$ cat src/rtl/spi0_pkg.sv
package spi0_pkg;

  typedef enum logic [2:0] {
    PH_IDLE,
    PH_SETUP,
    PH_HI,
    PH_LO,
    PH_GAP
  } phase_e;

  localparam int MIN_WORD = 4;

  function automatic int clamp_len(int req, int hi);
    if (req < MIN_WORD) return MIN_WORD;
    if (req > hi) return hi;
    return req;
  endfunction

  function automatic int half_cycles(int div);
    return (div < 1) ? 1 : div;
  endfunction

endpackage

$ cat src/rtl/spi0_sync_bit.sv
module spi0_sync_bit #(
  parameter int   STAGES = 2,
  parameter logic INIT   = 1'b0
) (
  input  logic clk,
  input  logic rst_n,
  input  logic d,
  output logic q
);
  logic [STAGES-1:0] chain;

  always_ff @(posedge clk or negedge rst_n) begin
    if (!rst_n) chain <= {STAGES{INIT}};
    else        chain <= {chain[STAGES-2:0], d};
  end

  assign q = chain[STAGES-1];
endmodule

$ cat src/rtl/spi0_master_seq.sv
module spi0_master_seq
  import spi0_pkg::*;
#(
  parameter int MAX_BITS = 16,
  parameter int DIV_W    = 8,
  parameter int LEN_W    = 5
) (
  input  logic                clk,
  input  logic                rst_n,
  input  logic                run_en,
  input  logic [LEN_W-1:0]    cfg_bits,
  input  logic [DIV_W-1:0]    cfg_half,
  input  logic                tx_valid,
  input  logic [MAX_BITS-1:0] tx_data,
  output logic                tx_pop,
  input  logic                rxd,
  output logic                rx_push,
  output logic [MAX_BITS-1:0] rx_data,
  output logic                sclk,
  output logic                fss_n,
  output logic                txd,
  output logic                txd_oe_n
);
  localparam int CNT_W = DIV_W + 1;
  localparam int GAP_W = CNT_W + 1;

  phase_e              ph;
  logic [CNT_W-1:0]    cnt;
  logic [LEN_W-1:0]    bidx, nlen;
  logic [DIV_W-1:0]    hlat;
  logic [MAX_BITS-1:0] tx_sh;
  logic [MAX_BITS-2:0] rx_sh;

  logic [LEN_W-1:0]    req_len;
  logic [DIV_W-1:0]    req_half;
  logic                cnt_done, last_bit, in_frame, start_ev, rise_ev, fall_ev;
  logic [MAX_BITS-1:0] rx_word, len_mask;
  logic [CNT_W-1:0]    half_m1, gap_m1;

  assign req_len  = LEN_W'(clamp_len(int'(cfg_bits), MAX_BITS));
  assign req_half = DIV_W'(half_cycles(int'(cfg_half)));
  assign cnt_done = (cnt == '0);
  assign last_bit = (bidx == nlen - LEN_W'(1));
  assign in_frame = (ph == PH_SETUP) || (ph == PH_HI) || (ph == PH_LO);
  assign start_ev = run_en && tx_valid && ((ph == PH_IDLE) || ((ph == PH_GAP) && cnt_done));
  assign rise_ev  = cnt_done && ((ph == PH_SETUP) || (ph == PH_LO));
  assign fall_ev  = cnt_done && (ph == PH_HI) && !last_bit;
  assign rx_word  = {rx_sh, rxd};
  assign len_mask = ~({MAX_BITS{1'b1}} << nlen);
  assign half_m1  = CNT_W'(hlat) - CNT_W'(1);
  assign gap_m1   = {hlat, 1'b0} - CNT_W'(1);

  always_ff @(posedge clk or negedge rst_n) begin
    if (!rst_n) begin
      ph      <= PH_IDLE;
      cnt     <= '0;
      bidx    <= '0;
      nlen    <= LEN_W'(MIN_WORD);
      hlat    <= DIV_W'(1);
      tx_sh   <= '0;
      rx_sh   <= '0;
      rx_push <= 1'b0;
      rx_data <= '0;
    end else begin
      rx_push <= 1'b0;
      if (start_ev) begin
        ph    <= PH_SETUP;
        cnt   <= CNT_W'(req_half) - CNT_W'(1);
        bidx  <= '0;
        nlen  <= req_len;
        hlat  <= req_half;
        tx_sh <= tx_data << (LEN_W'(MAX_BITS) - req_len);
      end else if (rise_ev) begin
        ph    <= PH_HI;
        cnt   <= half_m1;
        rx_sh <= rx_word[MAX_BITS-2:0];
        if (last_bit) begin
          rx_push <= 1'b1;
          rx_data <= rx_word & len_mask;
        end
      end else if (fall_ev) begin
        ph    <= PH_LO;
        cnt   <= half_m1;
        tx_sh <= tx_sh << 1;
        bidx  <= bidx + LEN_W'(1);
      end else if (cnt_done && (ph == PH_HI)) begin
        ph  <= PH_GAP;
        cnt <= gap_m1;
      end else if (cnt_done && (ph == PH_GAP)) begin
        ph <= PH_IDLE;
      end else if (ph != PH_IDLE) begin
        cnt <= cnt - CNT_W'(1);
      end
    end
  end

  assign tx_pop   = start_ev;
  assign sclk     = (ph == PH_HI);
  assign fss_n    = !in_frame;
  assign txd      = in_frame && tx_sh[MAX_BITS-1];
  assign txd_oe_n = (ph == PH_IDLE);

  // Checker state: length of the last high stretch of frame select.
  logic [GAP_W-1:0] gap_cnt;
  logic             seen_q;
  always_ff @(posedge clk or negedge rst_n) begin
    if (!rst_n) begin
      gap_cnt <= '0;
      seen_q  <= 1'b0;
    end else begin
      if (!fss_n) seen_q <= 1'b1;
      if (!fss_n) gap_cnt <= '0;
      else if (gap_cnt != {GAP_W{1'b1}}) gap_cnt <= gap_cnt + GAP_W'(1);
    end
  end

  assert_pop_gated_R6: assert property (@(posedge clk) disable iff (!rst_n)
    tx_pop |-> (run_en && tx_valid));
  assert_start_after_pop_R6: assert property (@(posedge clk) disable iff (!rst_n)
    $fell(fss_n) |-> $past(tx_pop));
  assert_clock_framed_R3: assert property (@(posedge clk) disable iff (!rst_n)
    sclk |-> !fss_n);
  assert_gap_long_R7: assert property (@(posedge clk) disable iff (!rst_n)
    ($fell(fss_n) && seen_q) |-> (gap_cnt >= {1'b0, $past(hlat), 1'b0}));
  assert_push_on_rise_R8: assert property (@(posedge clk) disable iff (!rst_n)
    rx_push |-> $rose(sclk));
endmodule

$ cat src/rtl/spi0_slave_port.sv
module spi0_slave_port
  import spi0_pkg::*;
#(
  parameter int MAX_BITS    = 16,
  parameter int LEN_W       = 5,
  parameter int SYNC_STAGES = 2
) (
  input  logic                clk,
  input  logic                rst_n,
  input  logic                run_en,
  input  logic [LEN_W-1:0]    cfg_bits,
  input  logic                tx_valid,
  input  logic [MAX_BITS-1:0] tx_data,
  output logic                tx_pop,
  input  logic                sclk_in,
  input  logic                fss_n_in,
  input  logic                rxd,
  output logic                rx_push,
  output logic [MAX_BITS-1:0] rx_data,
  output logic                txd,
  output logic                txd_oe_n
);
  localparam int          N_SYNC    = 3;
  localparam logic [2:0]  SYNC_INIT = 3'b010;  // {rxd, fss_n, sclk}

  logic [N_SYNC-1:0] raw_in, synced;
  assign raw_in = {rxd, fss_n_in, sclk_in};

  for (genvar gi = 0; gi < N_SYNC; gi++) begin : g_sync
    spi0_sync_bit #(.STAGES(SYNC_STAGES), .INIT(SYNC_INIT[gi])) u_sync (
      .clk(clk), .rst_n(rst_n), .d(raw_in[gi]), .q(synced[gi])
    );
  end

  logic sclk_s, fss_s, rxd_s, sclk_d, fss_d;
  assign sclk_s = synced[0];
  assign fss_s  = synced[1];
  assign rxd_s  = synced[2];

  logic                r_edge, f_edge, sel, sel_fall, drive;
  logic [LEN_W-1:0]    cnt, nlen, req_len;
  logic [MAX_BITS-1:0] tx_sh, rx_word, len_mask;
  logic [MAX_BITS-2:0] rx_sh;

  assign r_edge   = sclk_s && !sclk_d;
  assign f_edge   = !sclk_s && sclk_d;
  assign sel      = !fss_s;
  assign sel_fall = !fss_s && fss_d;
  assign req_len  = LEN_W'(clamp_len(int'(cfg_bits), MAX_BITS));
  assign rx_word  = {rx_sh, rxd_s};
  assign len_mask = ~({MAX_BITS{1'b1}} << nlen);

  always_ff @(posedge clk or negedge rst_n) begin
    if (!rst_n) begin
      sclk_d  <= 1'b0;
      fss_d   <= 1'b1;
      drive   <= 1'b0;
      cnt     <= '0;
      nlen    <= LEN_W'(MIN_WORD);
      tx_sh   <= '0;
      rx_sh   <= '0;
      rx_push <= 1'b0;
      rx_data <= '0;
    end else begin
      sclk_d  <= sclk_s;
      fss_d   <= fss_s;
      rx_push <= 1'b0;
      if (!run_en || !sel) drive <= 1'b0;
      if (run_en && sel_fall) begin
        drive <= 1'b1;
        cnt   <= '0;
        nlen  <= req_len;
        tx_sh <= tx_valid ? (tx_data << (LEN_W'(MAX_BITS) - req_len)) : '0;
      end else if (drive && sel) begin
        if (r_edge) begin
          rx_sh <= rx_word[MAX_BITS-2:0];
          if (cnt == nlen - LEN_W'(1)) begin
            rx_push <= 1'b1;
            rx_data <= rx_word & len_mask;
            cnt     <= '0;
          end else begin
            cnt <= cnt + LEN_W'(1);
          end
        end
        if (f_edge) tx_sh <= tx_sh << 1;
      end
    end
  end

  assign tx_pop   = run_en && sel_fall && tx_valid;
  assign txd      = drive && tx_sh[MAX_BITS-1];
  assign txd_oe_n = !drive;

  assert_push_selected_R9: assert property (@(posedge clk) disable iff (!rst_n)
    $past(fss_s) |-> !rx_push);
  assert_pop_on_select_R9: assert property (@(posedge clk) disable iff (!rst_n)
    tx_pop |-> ($past(fss_s) && !fss_s));
endmodule

$ cat src/rtl/spi0_frame_engine.sv
module spi0_frame_engine #(
  parameter  int MAX_BITS    = 16,
  parameter  int DIV_W       = 8,
  parameter  int SYNC_STAGES = 2,
  localparam int LEN_W       = $clog2(MAX_BITS + 1)
) (
  input  logic                clk,
  input  logic                rst_n,
  input  logic                cfg_enable,
  input  logic                cfg_slave,
  input  logic [LEN_W-1:0]    cfg_bits,
  input  logic [DIV_W-1:0]    cfg_half,
  input  logic                tx_valid,
  input  logic [MAX_BITS-1:0] tx_data,
  output logic                tx_pop,
  output logic                rx_push,
  output logic [MAX_BITS-1:0] rx_data,
  output logic                sclk_out,
  input  logic                sclk_in,
  output logic                fss_n_out,
  input  logic                fss_n_in,
  input  logic                rxd,
  output logic                txd,
  output logic                txd_oe_n,
  output logic                sclk_oe_n
);
  logic                m_pop, m_push, m_txd, m_oe_n, s_pop, s_push, s_txd, s_oe_n;
  logic [MAX_BITS-1:0] m_data, s_data;

  spi0_master_seq #(.MAX_BITS(MAX_BITS), .DIV_W(DIV_W), .LEN_W(LEN_W)) u_master (
    .clk(clk), .rst_n(rst_n), .run_en(cfg_enable && !cfg_slave),
    .cfg_bits(cfg_bits), .cfg_half(cfg_half),
    .tx_valid(tx_valid), .tx_data(tx_data), .tx_pop(m_pop),
    .rxd(rxd), .rx_push(m_push), .rx_data(m_data),
    .sclk(sclk_out), .fss_n(fss_n_out), .txd(m_txd), .txd_oe_n(m_oe_n)
  );

  spi0_slave_port #(.MAX_BITS(MAX_BITS), .LEN_W(LEN_W), .SYNC_STAGES(SYNC_STAGES)) u_slave (
    .clk(clk), .rst_n(rst_n), .run_en(cfg_enable && cfg_slave),
    .cfg_bits(cfg_bits),
    .tx_valid(tx_valid), .tx_data(tx_data), .tx_pop(s_pop),
    .sclk_in(sclk_in), .fss_n_in(fss_n_in), .rxd(rxd),
    .rx_push(s_push), .rx_data(s_data), .txd(s_txd), .txd_oe_n(s_oe_n)
  );

  assign tx_pop    = m_pop || s_pop;
  assign rx_push   = m_push || s_push;
  assign rx_data   = cfg_slave ? s_data : m_data;
  assign txd       = cfg_slave ? s_txd : m_txd;
  assign txd_oe_n  = cfg_slave ? s_oe_n : m_oe_n;
  assign sclk_oe_n = cfg_slave;

  assert_pad_quiet_R4: assert property (@(posedge clk) disable iff (!rst_n)
    txd_oe_n |-> !txd);
  assert_single_push_R8: assert property (@(posedge clk) disable iff (!rst_n)
    $onehot0({m_push, s_push}));
endmodule

$ cat config.mk
export PLATFORM = sky130hd
export DESIGN_NAME = spi0_frame_engine
export DESIGN_NICKNAME = d
export VERILOG_FILES = /design/src/rtl/spi0_pkg.sv /design/src/rtl/spi0_sync_bit.sv /design/src/rtl/spi0_master_seq.sv /design/src/rtl/spi0_slave_port.sv /design/src/rtl/spi0_frame_engine.sv
export SDC_FILE = /design/constraint.sdc
export NUM_CORES = 1
export LEC_CHECK = 0
export BUFFER_PORTS_ARGS = -buffer_cell sky130_fd_sc_hd__buf_2
export CAP_MARGIN = 20
export CORE_MARGIN = 1
export CORE_UTILIZATION = 45
export CTS_CLUSTER_DIAMETER = 150
export DETAILED_ROUTE_END_ITERATION = 8
export HOLD_SLACK_MARGIN = 0.02
export PLACE_DENSITY_LB_ADDON = 0.12
export SETUP_SLACK_MARGIN = 0.4
export SLEW_MARGIN = 20
export SYNTH_ARGS = -nofsm -noshare
export SYNTH_HDL_FRONTEND = slang
export SYNTH_HIERARCHICAL = 1
export SYNTH_SLANG_ARGS = --single-unit
$ cat constraint.sdc
create_clock -name clk -period 2.5 [get_ports clk]
set_clock_uncertainty 0.05 [all_clocks]
set_input_delay 0.5 -clock clk [delete_from_list [all_inputs] [get_ports clk]]
set_output_delay 0.5 -clock clk [all_outputs]
set_load 0.02 [all_outputs]
[Word level (Yosys, flattened, before mapping)]
Index checks and enable logic that the tools add are counted.
Storage, ports and cells
  flip-flop bits (word level): 145
  logic and storage cells: 144
  bits in read-only memories: 0
  memory bits (writable): 0
  memories: 0
  latch bits: 0
Cells by class
  multipliers: 0
  div/mod/pow operators: 0
  $add $sub $neg: 9
  eq/ne operators: 8
  shifts and indexed selects: 3
  bitwise logic cells: 6
  reduce and logical (&&, ||, !) cells: 49
  $lt $le $gt $ge: 3
  mux-type cells: 45
Operator list (number)
  $mux 16: 8
  $mux 9: 6
  $mux 5: 10
  $and 16x16->16: 2
  $not 16->16: 2
  $shl 16x5->16 const A: 2
  $mux 3: 6
  $sub 8x1->9 const B: 2
  $sub 9x1->9 const B: 2
  $logic_and 1x1->1: 16
  $shl 16x5->16: 1
  $mux 1: 14
  $add 5x1->5 const B: 2
  $eq 5x5->1: 2
  $reduce_and 2->1: 5
  $reduce_bool 2->1: 5
  $reduce_bool 5->1: 2
  $sub 5x1->5 const B: 2
  $logic_not 9->1: 1
  $logic_not 1->1: 8
  $lt 8x1->1 const B: 1
  $mux 8: 1
  $logic_or 1x1->1: 7
  $eq 3x2->1 const B: 2
  other kinds (12): 14

[Longest topological paths before layout]
Gate-level depths: netlist of the first run.
  depth in word-level cells: 9
  depth in mapped cells: 14

[By module]
The synthesis of the first run kept the hierarchy.
Modules (own cells, without submodules)
  spi0_master_seq: cells each 624, area each 5113.7 um2, sequential area each 1954.4 um2, instances 1
  spi0_slave_port: cells each 404, area each 3804.9 um2, sequential area each 1529.0 um2, instances 1
  spi0_frame_engine: cells each 25, area each 325.3 um2, sequential area each 0.0 um2, instances 1
  spi0_sync_bit at u_slave.g_sync[0].u_sync ...: cells each 2, area each 50.0 um2, sequential area each 50.0 um2, instances 2
  spi0_sync_bit at u_slave.g_sync[1].u_sync: cells each 2, area each 52.6 um2, sequential area each 52.6 um2, instances 1

[Least setup slack after synthesis of the first run]
OpenSTA, ideal clock, no wires.
  kind: in2reg
  start: input port cfg_bits[3]
  end: register u_master.tx_sh[4]
  cell stages on the path: 13
  data required time: 2.385 ns
  library setup time: 0.065 ns
  buffers on the path: 3
  slack: -0.774 ns
  arrival: 3.159 ns
  cells stage by stage: or2_2 > and2_1 > inv_1 > clkbuf_1 > ha_1 > clkbuf_1 > clkbuf_1 > nand2_1 > a211oi_1 > o21ai_0 > and2_1 > a2111oi_0 > o22a_1
On the way
  longest elaborated chain between the ends: 8
  elaborated cells between the ends (all ways): 12
  classes of those cells: add/sub (1); order compare (2); shift (1); mux (8)
Ends and longest elaborated chain
  start: declaration: RTL line spi0_frame_engine.sv:11  | input logic [LEN_W-1:0] cfg_bits,
  $gt 5x5->1 / $lt 5x3->1 (equally long branches): RTL line spi0_pkg.sv:15, spi0_pkg.sv:14
  $mux 1 / $mux 3 (equally long branches): RTL line spi0_pkg.sv:15, spi0_pkg.sv:14
  $mux 1 / $mux 5 (equally long branches): RTL line spi0_pkg.sv:15  | if (req > hi) return hi;
  $mux 5: RTL line spi0_pkg.sv:16  | return req;
  $mux 5 (*): RTL line spi0_pkg.sv:15
  $sub 5x5->5 (*): RTL line spi0_master_seq.sv:72  | tx_sh <= tx_data << (LEN_W'(MAX_BITS) - req_len);
  $shl 16x5->16 (*): RTL line spi0_master_seq.sv:72
  $mux 16 (*): RTL line spi0_master_seq.sv:66  | if (start_ev) begin
  end signal: assignment: RTL line spi0_master_seq.sv:72
  end signal: assignment: RTL line spi0_master_seq.sv:84  | tx_sh <= tx_sh << 1;
  end: declaration: RTL line spi0_master_seq.sv:31  | logic [MAX_BITS-1:0] tx_sh;
Mark *: on every way between the ends. The rest lies on a longest branch, timed or not. The select of a mux whose other input is x is not followed.
A chain may end at the register's enable or synchronous reset.

[Worst setup path in the final report of the first run]
  start: register u_master.cnt[5]
  end: output port tx_pop
On the way
  longest elaborated chain between the ends: 5
Ends and longest elaborated chain
  start: declaration: RTL line spi0_master_seq.sv:28  | logic [CNT_W-1:0] cnt;
  start signal: assignment: RTL line spi0_master_seq.sv:68  | cnt <= CNT_W'(req_half) - CNT_W'(1);
  start signal: assignment: RTL line spi0_master_seq.sv:75  | cnt <= half_m1;
  start signal: assignment: RTL line spi0_master_seq.sv:83  | cnt <= half_m1;
  $logic_not 9->1: RTL line spi0_master_seq.sv:42  | assign cnt_done = (cnt == '0);
  $logic_and 1x1->1: RTL line spi0_master_seq.sv:45  | assign start_ev = run_en && tx_valid && ((ph == PH_IDLE) || ((ph == PH_GAP) && cnt_done));
  $logic_or 1x1->1: RTL line spi0_master_seq.sv:45
  $logic_and 1x1->1: RTL line spi0_master_seq.sv:45
  net m_pop: RTL line spi0_frame_engine.sv:27  | logic m_pop, m_push, m_txd, m_oe_n, s_pop, s_push, s_txd, s_oe_n;
  $logic_or 1x1->1: RTL line spi0_frame_engine.sv:46  | assign tx_pop = m_pop || s_pop;
  end: declaration: RTL line spi0_frame_engine.sv:15  | output logic tx_pop,
The timed path passes the listed nets, and every way through them passes these cells.

==> flow_summary.rst, run 1 <==
.. list-table::
   :header-rows: 1

   * - Metric
     - Value
   * - Run status
     - finished with violations
   * - Failing checks
     - setup timing
   * - Top post-synthesis cells by count
     - sky130_fd_sc_hd__nand2_1, sky130_fd_sc_hd__dfrtp_1, sky130_fd_sc_hd__o21ai_0
   * - FF+latch count, synth
     - roughly 150
   * - Most used standard cell by instance count after synthesis
     - sky130_fd_sc_hd__nand2_1
   * - Data required, critical path
     - 1.95 ns
   * - Hold Crit Class
     - in2reg
   * - Detailed-route vias per instance
     - just under 6
   * - Crit start category
     - flop
   * - Count of cell types in the netlist
     - 84
   * - Fraction of final layout cells sized beyond drive strength 1
     - between 30% and 40%
   * - Root Driver
     - sky130_fd_sc_hd__clkbuf_16
   * - GRT Overall Usage
     - between 20% and 30%
   * - Int Power
     - approximately 4.6 mW
   * - Final cell utilization of the core
     - around 65%
   * - Post-route clock period utilization
     - 113.2%
   * - Maximum net fanout on the critical path
     - 5
   * - Clock-pin slew on the worst setup and hold paths
     - roughly 0.070 ns
   * - Part of the power in combinational logic
     - between 10% and 20%
   * - Worst VDD drop
     - between 0.3 and 0.4 mV
   * - Area of the die
     - 21460 um^2
   * - Number of max-slew violations in the final report
     - 0
   * - Effective utilization at floorplan
     - 46.14%
   * - Hold violation count in the final report
     - 0
   * - First-pass detailed-route iteration total
     - 5
   * - Max-capacitance violation count
     - 0
   * - Category of the most critical setup path
     - reg2out
   * - Placement Rows
     - 52
   * - Peak Freq
     - between 300 and 400 MHz
   * - Number of filler cells placed in the layout
     - 1668
   * - Dpl cells
     - approximately 1500
   * - TritonCTS clock tree
     - done
   * - Cell area after synthesis
     - 9397 um^2
   * - Post-route antenna net violation count
     - 0
   * - Fraction of power spent switching nets
     - 28.60%
   * - Net switching component of the power
     - about 1.8 mW
   * - DRC violation count after routing
     - 0
   * - Total CTS buffers
     - 17
   * - Chip Width
     - about 150 um
   * - Minimum setup slack among reg-to-reg paths
     - -0.26 ns
   * - Async S/R FF share, synth
     - 100.0%
   * - Number of nets in the final layout
     - about 1300
   * - Vias in the first global route
     - 8677
   * - Slew at the pin closest to its max-slew limit
     - 0.4905 ns
   * - Max transition margin
     - between 60 and 70%
   * - H-tree depth
     - 4
   * - Insertion delay of the later-clocked pin in the worst-skew pair
     - between 0.4 and 0.5 ns
   * - Post-route setup slack
     - -0.3310 ns
   * - Post-detailed-route wirelength per cell
     - between 15 and 20 um
   * - Post-synth top area cell
     - sky130_fd_sc_hd__dfrtp_1
   * - Worst setup EP type
     - output pin
   * - Number of vias in the routed layout
     - ~9200
   * - Setup repair after global routing missed its margin
     - yes
   * - Routability congestion estimate from global placement
     - 0.8959
   * - Capturing point of the worst reg2reg path
     - u_master/tx_sh[9]
   * - CTS Sinks
     - around 150
   * - Leakage
     - 5.925 nW
   * - Share of total power in the clock network
     - about 41%
   * - Final cell count without fillers
     - about 1600
   * - EDFF count, synth
     - 0
   * - Startpoint of the worst register-to-register path
     - u_master/cnt[0]
   * - Pwr Density
     - 485.2 nW/um^2
   * - Area Growth Syn to Fin
     - 40.24%
   * - Initial antenna violation count
     - 0
   * - Synth top area share
     - between 30% and 40%
   * - Syn_area_per_cell
     - between 8 and 9 um^2
   * - Wire length of the first global-routing pass
     - 45660 um
   * - Startpoint of the most critical hold path
     - fss_n_in
   * - Most used flip-flop cell after synthesis
     - sky130_fd_sc_hd__dfrtp_1
   * - Worst hold stages
     - 1
   * - Depth of the most critical reg-to-reg path
     - 10
   * - Number of failing setup endpoints in the final timing report
     - 28
   * - Endpoint of the worst hold-timing path
     - u_slave/g_sync[1].u_sync/chain[0]
   * - Clock Path Buffers
     - 2
   * - Post-synthesis sequential area ratio
     - roughly two fifths
   * - Drt first-iter violations
     - 797
   * - Total nets after synthesis
     - 1109
   * - Port-buffer cells
     - just under 60
   * - Core region area
     - approximately 20000 um^2
   * - Sequential share of power
     - between 30% and 40%
   * - HPWL Detailed
     - about 20000 um
   * - Number of cells produced by synthesis
     - between 1000 and 1500
   * - Detailed-route wire length
     - roughly 30000 um
   * - # diodes
     - 0
   * - Worst Path Arrival
     - between 2 and 2.5 ns
   * - Total congestion overflow after global routing
     - 0
   * - Synth warnings
     - 6
   * - Overall die height
     - ~150 um
   * - Number of placed I/O pins
     - 60
   * - Min cycle time layout
     - about 2.8 ns
   * - Synth area leaders
     - sky130_fd_sc_hd__dfrtp_1, sky130_fd_sc_hd__nand2_1, sky130_fd_sc_hd__mux2_2, sky130_fd_sc_hd__o21ai_0, sky130_fd_sc_hd__mux2i_1
   * - Largest net degree at the start of global routing
     - 45
-- worst max-delay path, cell delays in order, from the launching register on --
cell	delay [ns]
sky130_fd_sc_hd__dfrtp_1	0.46
sky130_fd_sc_hd__or4_1	0.72
sky130_fd_sc_hd__o21ai_4	0.30
sky130_fd_sc_hd__nand2b_4	0.09
sky130_fd_sc_hd__inv_4	0.06
sky130_fd_sc_hd__or2_4	0.13
sky130_fd_sc_hd__buf_6	0.11
-- registers in the layout, summed over array words and instances (netlist names), 6 cells and up --
| register | cells |
|---|---|
| u_slave/tx_sh | 16 |
| u_master/tx_sh | 16 |
| u_master/hlat | 8 |
| u_master/rx_sh | 15 |
| u_slave/rx_sh | 15 |
| u_master/rx_data | 16 |
| u_slave/rx_data | 16 |
| u_slave/g_sync.u_sync/chain | 6 |
| u_master/cnt | 9 |
-- per-stage QoR --
step           hold WS (ns)  TNS (ns)  power (mW)  cell area, um^2  worst slack (ns)
4_1_cts             0.09953   -0.6471       6.311            12400           -0.3012
2_1_floorplan        0.1544    -1.904       3.186             9839           -0.1966
3_3_place_gp         0.2868    -2.739       3.598            11070           -0.2059
6_report             0.1133    -2.958       6.394            13180           -0.3310
5_1_grt             0.09384    -5.994       6.635            13180           -0.3912
3_5_place_dp         0.2879    -3.904       3.607            11070           -0.2738
-- power by group through the flow --
stage               Sequential [mW]  Combinational [mW]  Clock [mW]
global route                   2.50                1.36        2.78
floorplan                      2.51               0.675           0
CTS                            2.48                1.15        2.68
global placement               2.53                1.07           0
finish                         2.49                1.26        2.65
detailed placement             2.53                1.07           0
-- worst max-delay path by stage --
stage / from / to / slack (ns) / cells after the start
global placement: cfg_bits[3] / u_master/tx_sh[7] / -0.21 / 12
floorplan: u_master/cnt[0] / u_master/tx_sh[9] / -0.20 / 10
finish: u_master/cnt[5] / tx_pop / -0.33 / 6
global route: u_master/cnt[5] / tx_pop / -0.39 / 6
detailed placement: cfg_bits[3] / u_master/tx_sh[14] / -0.27 / 11
CTS: u_master/cnt[0] / tx_pop / -0.30 / 9
-- metal layers --
layer  part of all wire (%)  global-route usage [%]  vias up  wire length [um]
met5                      0                       0        -                 0
met3                    5.7                   4.469       51              1683
met1                     46                   38.38     4483             13610
li1                       -                       -     4264                 -
met2                     47                   42.24      374             13890
met4                    1.8                   7.708        0               525
-- cell type report --
type | count | area (um^2) | area share [%]
clock buffer | 20 | 466.7 | 3.542
multi-input combinational | 815 | 6206 | 47.09
tap | 270 | 337.8 | 2.564
clock inverter | 12 | 147.6 | 1.120
timing repair buffer | 255 | 2231 | 16.93
inverter | 37 | 148.9 | 1.130
sequential | 145 | 3640 | 27.62
-- placed cells by master, fill, tap and decap left out, types with 13 or more instances in the layout --
master	n
sky130_fd_sc_hd__o21ai_0	44
sky130_fd_sc_hd__o21ai_1	19
sky130_fd_sc_hd__nor2_1	52
sky130_fd_sc_hd__o211ai_1	16
sky130_fd_sc_hd__buf_2	51
sky130_fd_sc_hd__nand2_1	164
sky130_fd_sc_hd__clkbuf_16	21
sky130_fd_sc_hd__dfrtp_1	136
sky130_fd_sc_hd__a21oi_1	29
sky130_fd_sc_hd__buf_6	39
sky130_fd_sc_hd__a211oi_2	14
sky130_fd_sc_hd__nor3_1	20
sky130_fd_sc_hd__mux2_2	20
sky130_fd_sc_hd__mux2i_1	31
sky130_fd_sc_hd__nand2b_1	20
sky130_fd_sc_hd__mux2_4	31
sky130_fd_sc_hd__buf_4	139
sky130_fd_sc_hd__nand2_2	16
sky130_fd_sc_hd__a22oi_1	16
sky130_fd_sc_hd__nand3_1	24
sky130_fd_sc_hd__xor2_1	13
sky130_fd_sc_hd__xnor2_1	15
sky130_fd_sc_hd__inv_1	27
-- logic make-up (layout without fill, tap and decap cells) --
logic type / count (synthesis) / in the layout / synth area share, %
AO/OA/AOI/OAI: 266 / 266 / 19.29
XOR/XNOR: 28 / 28 / 2.610
adder cells (fa/ha/maj): 13 / 13 / 1.731
buffers and inverters: 99 / 324 / 4.847
flip-flops: 145 / 145 / 38.70
multiplexers: 89 / 89 / 11.58
AND/OR/NAND/NOR: 419 / 419 / 21.24
-- what timing repair did --
action                                  CTS  global route
pin swaps                                34            38
hold buffers                              1             0
gates cloned                              3             5
buffers inserted                         29            32
endpoints found under the setup margin  101           103
endpoints found under the hold margin    40             0
resized for setup                       124            99
Power figures use the tool's default switching activity.
==> run 2: changes to the inputs <==
--- a/config.mk
+++ b/config.mk
@@ -14,5 +14,5 @@
 export HOLD_SLACK_MARGIN = 0.02
 export PLACE_DENSITY_LB_ADDON = 0.12
-export SETUP_SLACK_MARGIN = 0.4
+export SETUP_SLACK_MARGIN = 0.15
 export SLEW_MARGIN = 20
 export SYNTH_ARGS = -nofsm -noshare
==> constraint.sdc (replaced) <==
create_clock -name clk -period 2.5 [get_ports clk]
set_clock_uncertainty 0.05 [all_clocks]
set_input_delay 0.25 -clock clk [delete_from_list [all_inputs] [get_ports clk]]
set_output_delay 0.25 -clock clk [all_outputs]
set_load 0.02 [all_outputs]
==> run 2 against run 1 <==
Net effect: the run still ends with setup timing left; via count down 7.4%; final cell count shrank 5.5%; utilization fell by 7.5 points; critical path type is now reg2reg.
==> flow_summary.rst, run 2 (synthesis results as in run 1) <==
.. list-table::
   :header-rows: 1

   * - Metric
     - Value
   * - Run status
     - finished with violations
   * - Failing checks
     - setup timing
   * - Number of failing setup endpoints in the final timing report
     - 2
   * - Capturing point of the worst reg2reg path
     - u_master/tx_sh[9]
   * - Hold violation count in the final report
     - 0
   * - GRT Overall Usage
     - around 26%
   * - Final cell utilization of the core
     - between 50% and 60%
   * - Total congestion overflow after global routing
     - 0
   * - Fraction of power spent switching nets
     - ~28%
   * - Max-capacitance violation count
     - 0
   * - Met3 wire length
     - around 1500 um
   * - Slew at the pin closest to its max-slew limit
     - 0.5785 ns
   * - Post-route setup slack
     - -0.06844 ns
   * - CTS Sinks
     - about 150
   * - Effective utilization at floorplan
     - 46.14%
   * - Dpl cells
     - about 1400
   * - Peak Freq
     - between 300 and 400 MHz
   * - Core region area
     - 20360 um^2
   * - Area occupied by multi-input gates
     - roughly 5700 um^2
   * - HPWL Detailed
     - just under 20000 um
   * - H-tree depth
     - 4
   * - Area of the die
     - roughly 21000 um^2
   * - Final cell count without fillers
     - between 1000 and 1500
   * - Drt first-iter violations
     - a little under 700
   * - Placement Rows
     - 52
   * - Total CTS buffers
     - 17
   * - Worst Path Arrival
     - around 2.8 ns
   * - Post-Route Hold Slack
     - 0.03918 ns
   * - TritonCTS clock tree
     - done
   * - CP max-delay cell
     - sky130_fd_sc_hd__or4b_4
   * - Post-detailed-route wirelength per cell
     - roughly 18 um
   * - Maximum net fanout on the critical path
     - 4
   * - # diodes
     - 0
   * - Initial antenna violation count
     - 0
   * - Critical path's largest stage delay
     - approximately 0.51 ns
   * - Vias in the first global route
     - 8084
   * - Area Growth Syn to Fin
     - 23.93%
   * - Startpoint of the worst register-to-register path
     - u_master/cnt[1]
   * - Minimum setup slack among reg-to-reg paths
     - -0.07 ns
   * - Depth of the most critical reg-to-reg path
     - 8
   * - Worst VDD drop
     - slightly above 0.4 mV
   * - Min cycle time layout
     - around 2.6 ns
   * - Number of placed I/O pins
     - 60
   * - Setup repair after global routing missed its margin
     - yes
   * - Number of max-slew violations in the final report
     - 0
   * - Chip Width
     - 146.5 um
   * - Largest net degree at the start of global routing
     - slightly below 60
   * - Number of filler cells placed in the layout
     - approximately 1800
   * - Wire length of the first global-routing pass
     - around 43000 um
   * - Placed cell areas
     - roughly 11000 um^2
   * - Number of vias in the routed layout
     - approximately 8500
   * - Overall die height
     - 146.5 um
   * - Root Driver
     - sky130_fd_sc_hd__clkbuf_16
   * - Clock-pin slew on the worst setup and hold paths
     - around 0.060 ns
   * - Leakage
     - ~5.2 nW
   * - First-pass detailed-route iteration total
     - 6
   * - Crit path cell chain
     - inv_2 > ha_4 > or4b_4 > or3_4 > nor2_4 > and2_4 > mux2_4 > a221o_1
   * - Max transition margin
     - 60.44%
   * - Detailed-route vias per instance
     - slightly below 6
   * - Summed area of non-filler cells in the final layout
     - approximately 12000 um^2
   * - Crit start category
     - flop
   * - Most common cell after layout, fill and taps aside
     - sky130_fd_sc_hd__nand2_1
   * - Area of all sequential standard cells
     - 3637 um^2
   * - Worst setup endpoint
     - u_master/tx_sh[9]
   * - Pwr Density
     - 505.0 nW/um^2
   * - Cell family with the largest share of critical-path delay
     - simple AND/OR/NAND/NOR gates
   * - Share of total power in the clock network
     - 41.2%
   * - Part of the power in combinational logic
     - around 17%
   * - Cell depth of the worst setup path
     - 8
   * - Worst setup EP type
     - flop
   * - Sequential share of power
     - around 42%
   * - Crit path buffers/inverters
     - 1
   * - Clock Path Buffers
     - 2
   * - Detailed-route wire length
     - 26950 um
   * - Int Power
     - ~4.2 mW
   * - Fraction of final layout cells sized beyond drive strength 1
     - 27.94%
   * - Port-buffer cells
     - a little under 60
   * - Crit path from
     - u_master/cnt[1]
   * - Insertion delay of the later-clocked pin in the worst-skew pair
     - 0.42 ns
   * - Number of nets in the final layout
     - approximately 1200
   * - Most frequent cells in the layout
     - sky130_fd_sc_hd__nand2_1, sky130_fd_sc_hd__dfrtp_1, sky130_fd_sc_hd__buf_4
   * - Met2 Routed Length
     - 12250 um
   * - Hold Crit Class
     - in2reg
   * - Top layer reached by signal wires
     - met4
   * - DRC violation count after routing
     - 0
   * - Data required, critical path
     - 2.75 ns
   * - Post-route clock period utilization
     - 102.7%
   * - Net switching component of the power
     - 1.674 mW
   * - Category of the most critical setup path
     - reg2reg
   * - Post-route antenna net violation count
     - 0
   * - Met1 layer wirelength in the final routing
     - ~13000 um
   * - Routability congestion estimate from global placement
     - between 0.8 and 0.9
==> run 2: how the worst min path moves through the flow <==
stage,slack (ns),cells after the start,startpoint,end
after floorplan,-0.1,0,rst_n,u_master/bidx[0]
after global placement,0.22,1,rst_n,u_slave/rx_data[10]
after detailed placement,0.22,1,rst_n,u_slave/rx_data[10]
after CTS,0.02,3,cfg_half[3],u_master/hlat[3]
after global routing,0.05,3,cfg_half[3],u_master/hlat[3]
final,0.04,3,cfg_half[3],u_master/hlat[3]
==> run 2: power groups by stage <==
stage | Clock [mW] | Combinational (mW) | Sequential (mW)
4_1_cts | 2.48 | 0.959 | 2.49
5_1_grt | 2.58 | 1.06 | 2.50
6_report | 2.42 | 0.969 | 2.49
2_1_floorplan | 0 | 0.631 | 2.51
3_3_place_gp | 0 | 0.941 | 2.53
3_5_place_dp | 0 | 0.948 | 2.53
==> run 2: worst register-to-register path, stage by stage (launching register included) <==
cell,delay (ns)
sky130_fd_sc_hd__dfrtp_1,0.38
sky130_fd_sc_hd__inv_2,0.09
sky130_fd_sc_hd__ha_4,0.14
sky130_fd_sc_hd__or4b_4,0.51
sky130_fd_sc_hd__or3_4,0.38
sky130_fd_sc_hd__nor2_4,0.12
sky130_fd_sc_hd__and2_4,0.18
sky130_fd_sc_hd__mux2_4,0.30
sky130_fd_sc_hd__a221o_1,0.29
==> run 2: per-layer routing <==
| metal | GRT usage (%) | vias to the layer above |
|---|---|---|
| li1 | - | 4088 |
| met3 | 4.000 | 36 |
| met2 | 39.31 | 291 |
| met1 | 37.23 | 4080 |
| met5 | 0 | - |
| met4 | 6.771 | 0 |
==> run 2: area by class of cell <==
cell class	count	area share, %
well taps	270	2.901
clock inverters	14	1.128
clock buffers	18	3.685
inverters	37	1.257
multi-input cells	815	48.78
repair buffers	170	11.01
flip-flops and latches	145	31.23
==> run 2: repair_timing <==
action                                  CTS  global route
pin swaps                                 6             9
endpoints found under the setup margin   33            72
cloned                                    1             2
hold buffers                              4             0
hold endpoints to repair                 54             0
resized for setup                        32            56
buffers inserted                         10            10
==> run 2: stage by stage <==
step | setup slack (ns) | TNS [ns] | total power [mW]
4_1_cts | -0.05441 | -0.1510 | 5.926
3_5_place_dp | -0.1346 | -0.2119 | 3.480
5_1_grt | -0.1353 | -0.6389 | 6.142
6_report | -0.06844 | -0.1367 | 5.881
2_1_floorplan | -0.1932 | -0.1932 | 3.142
3_3_place_gp | -0.05733 | -0.05733 | 3.469
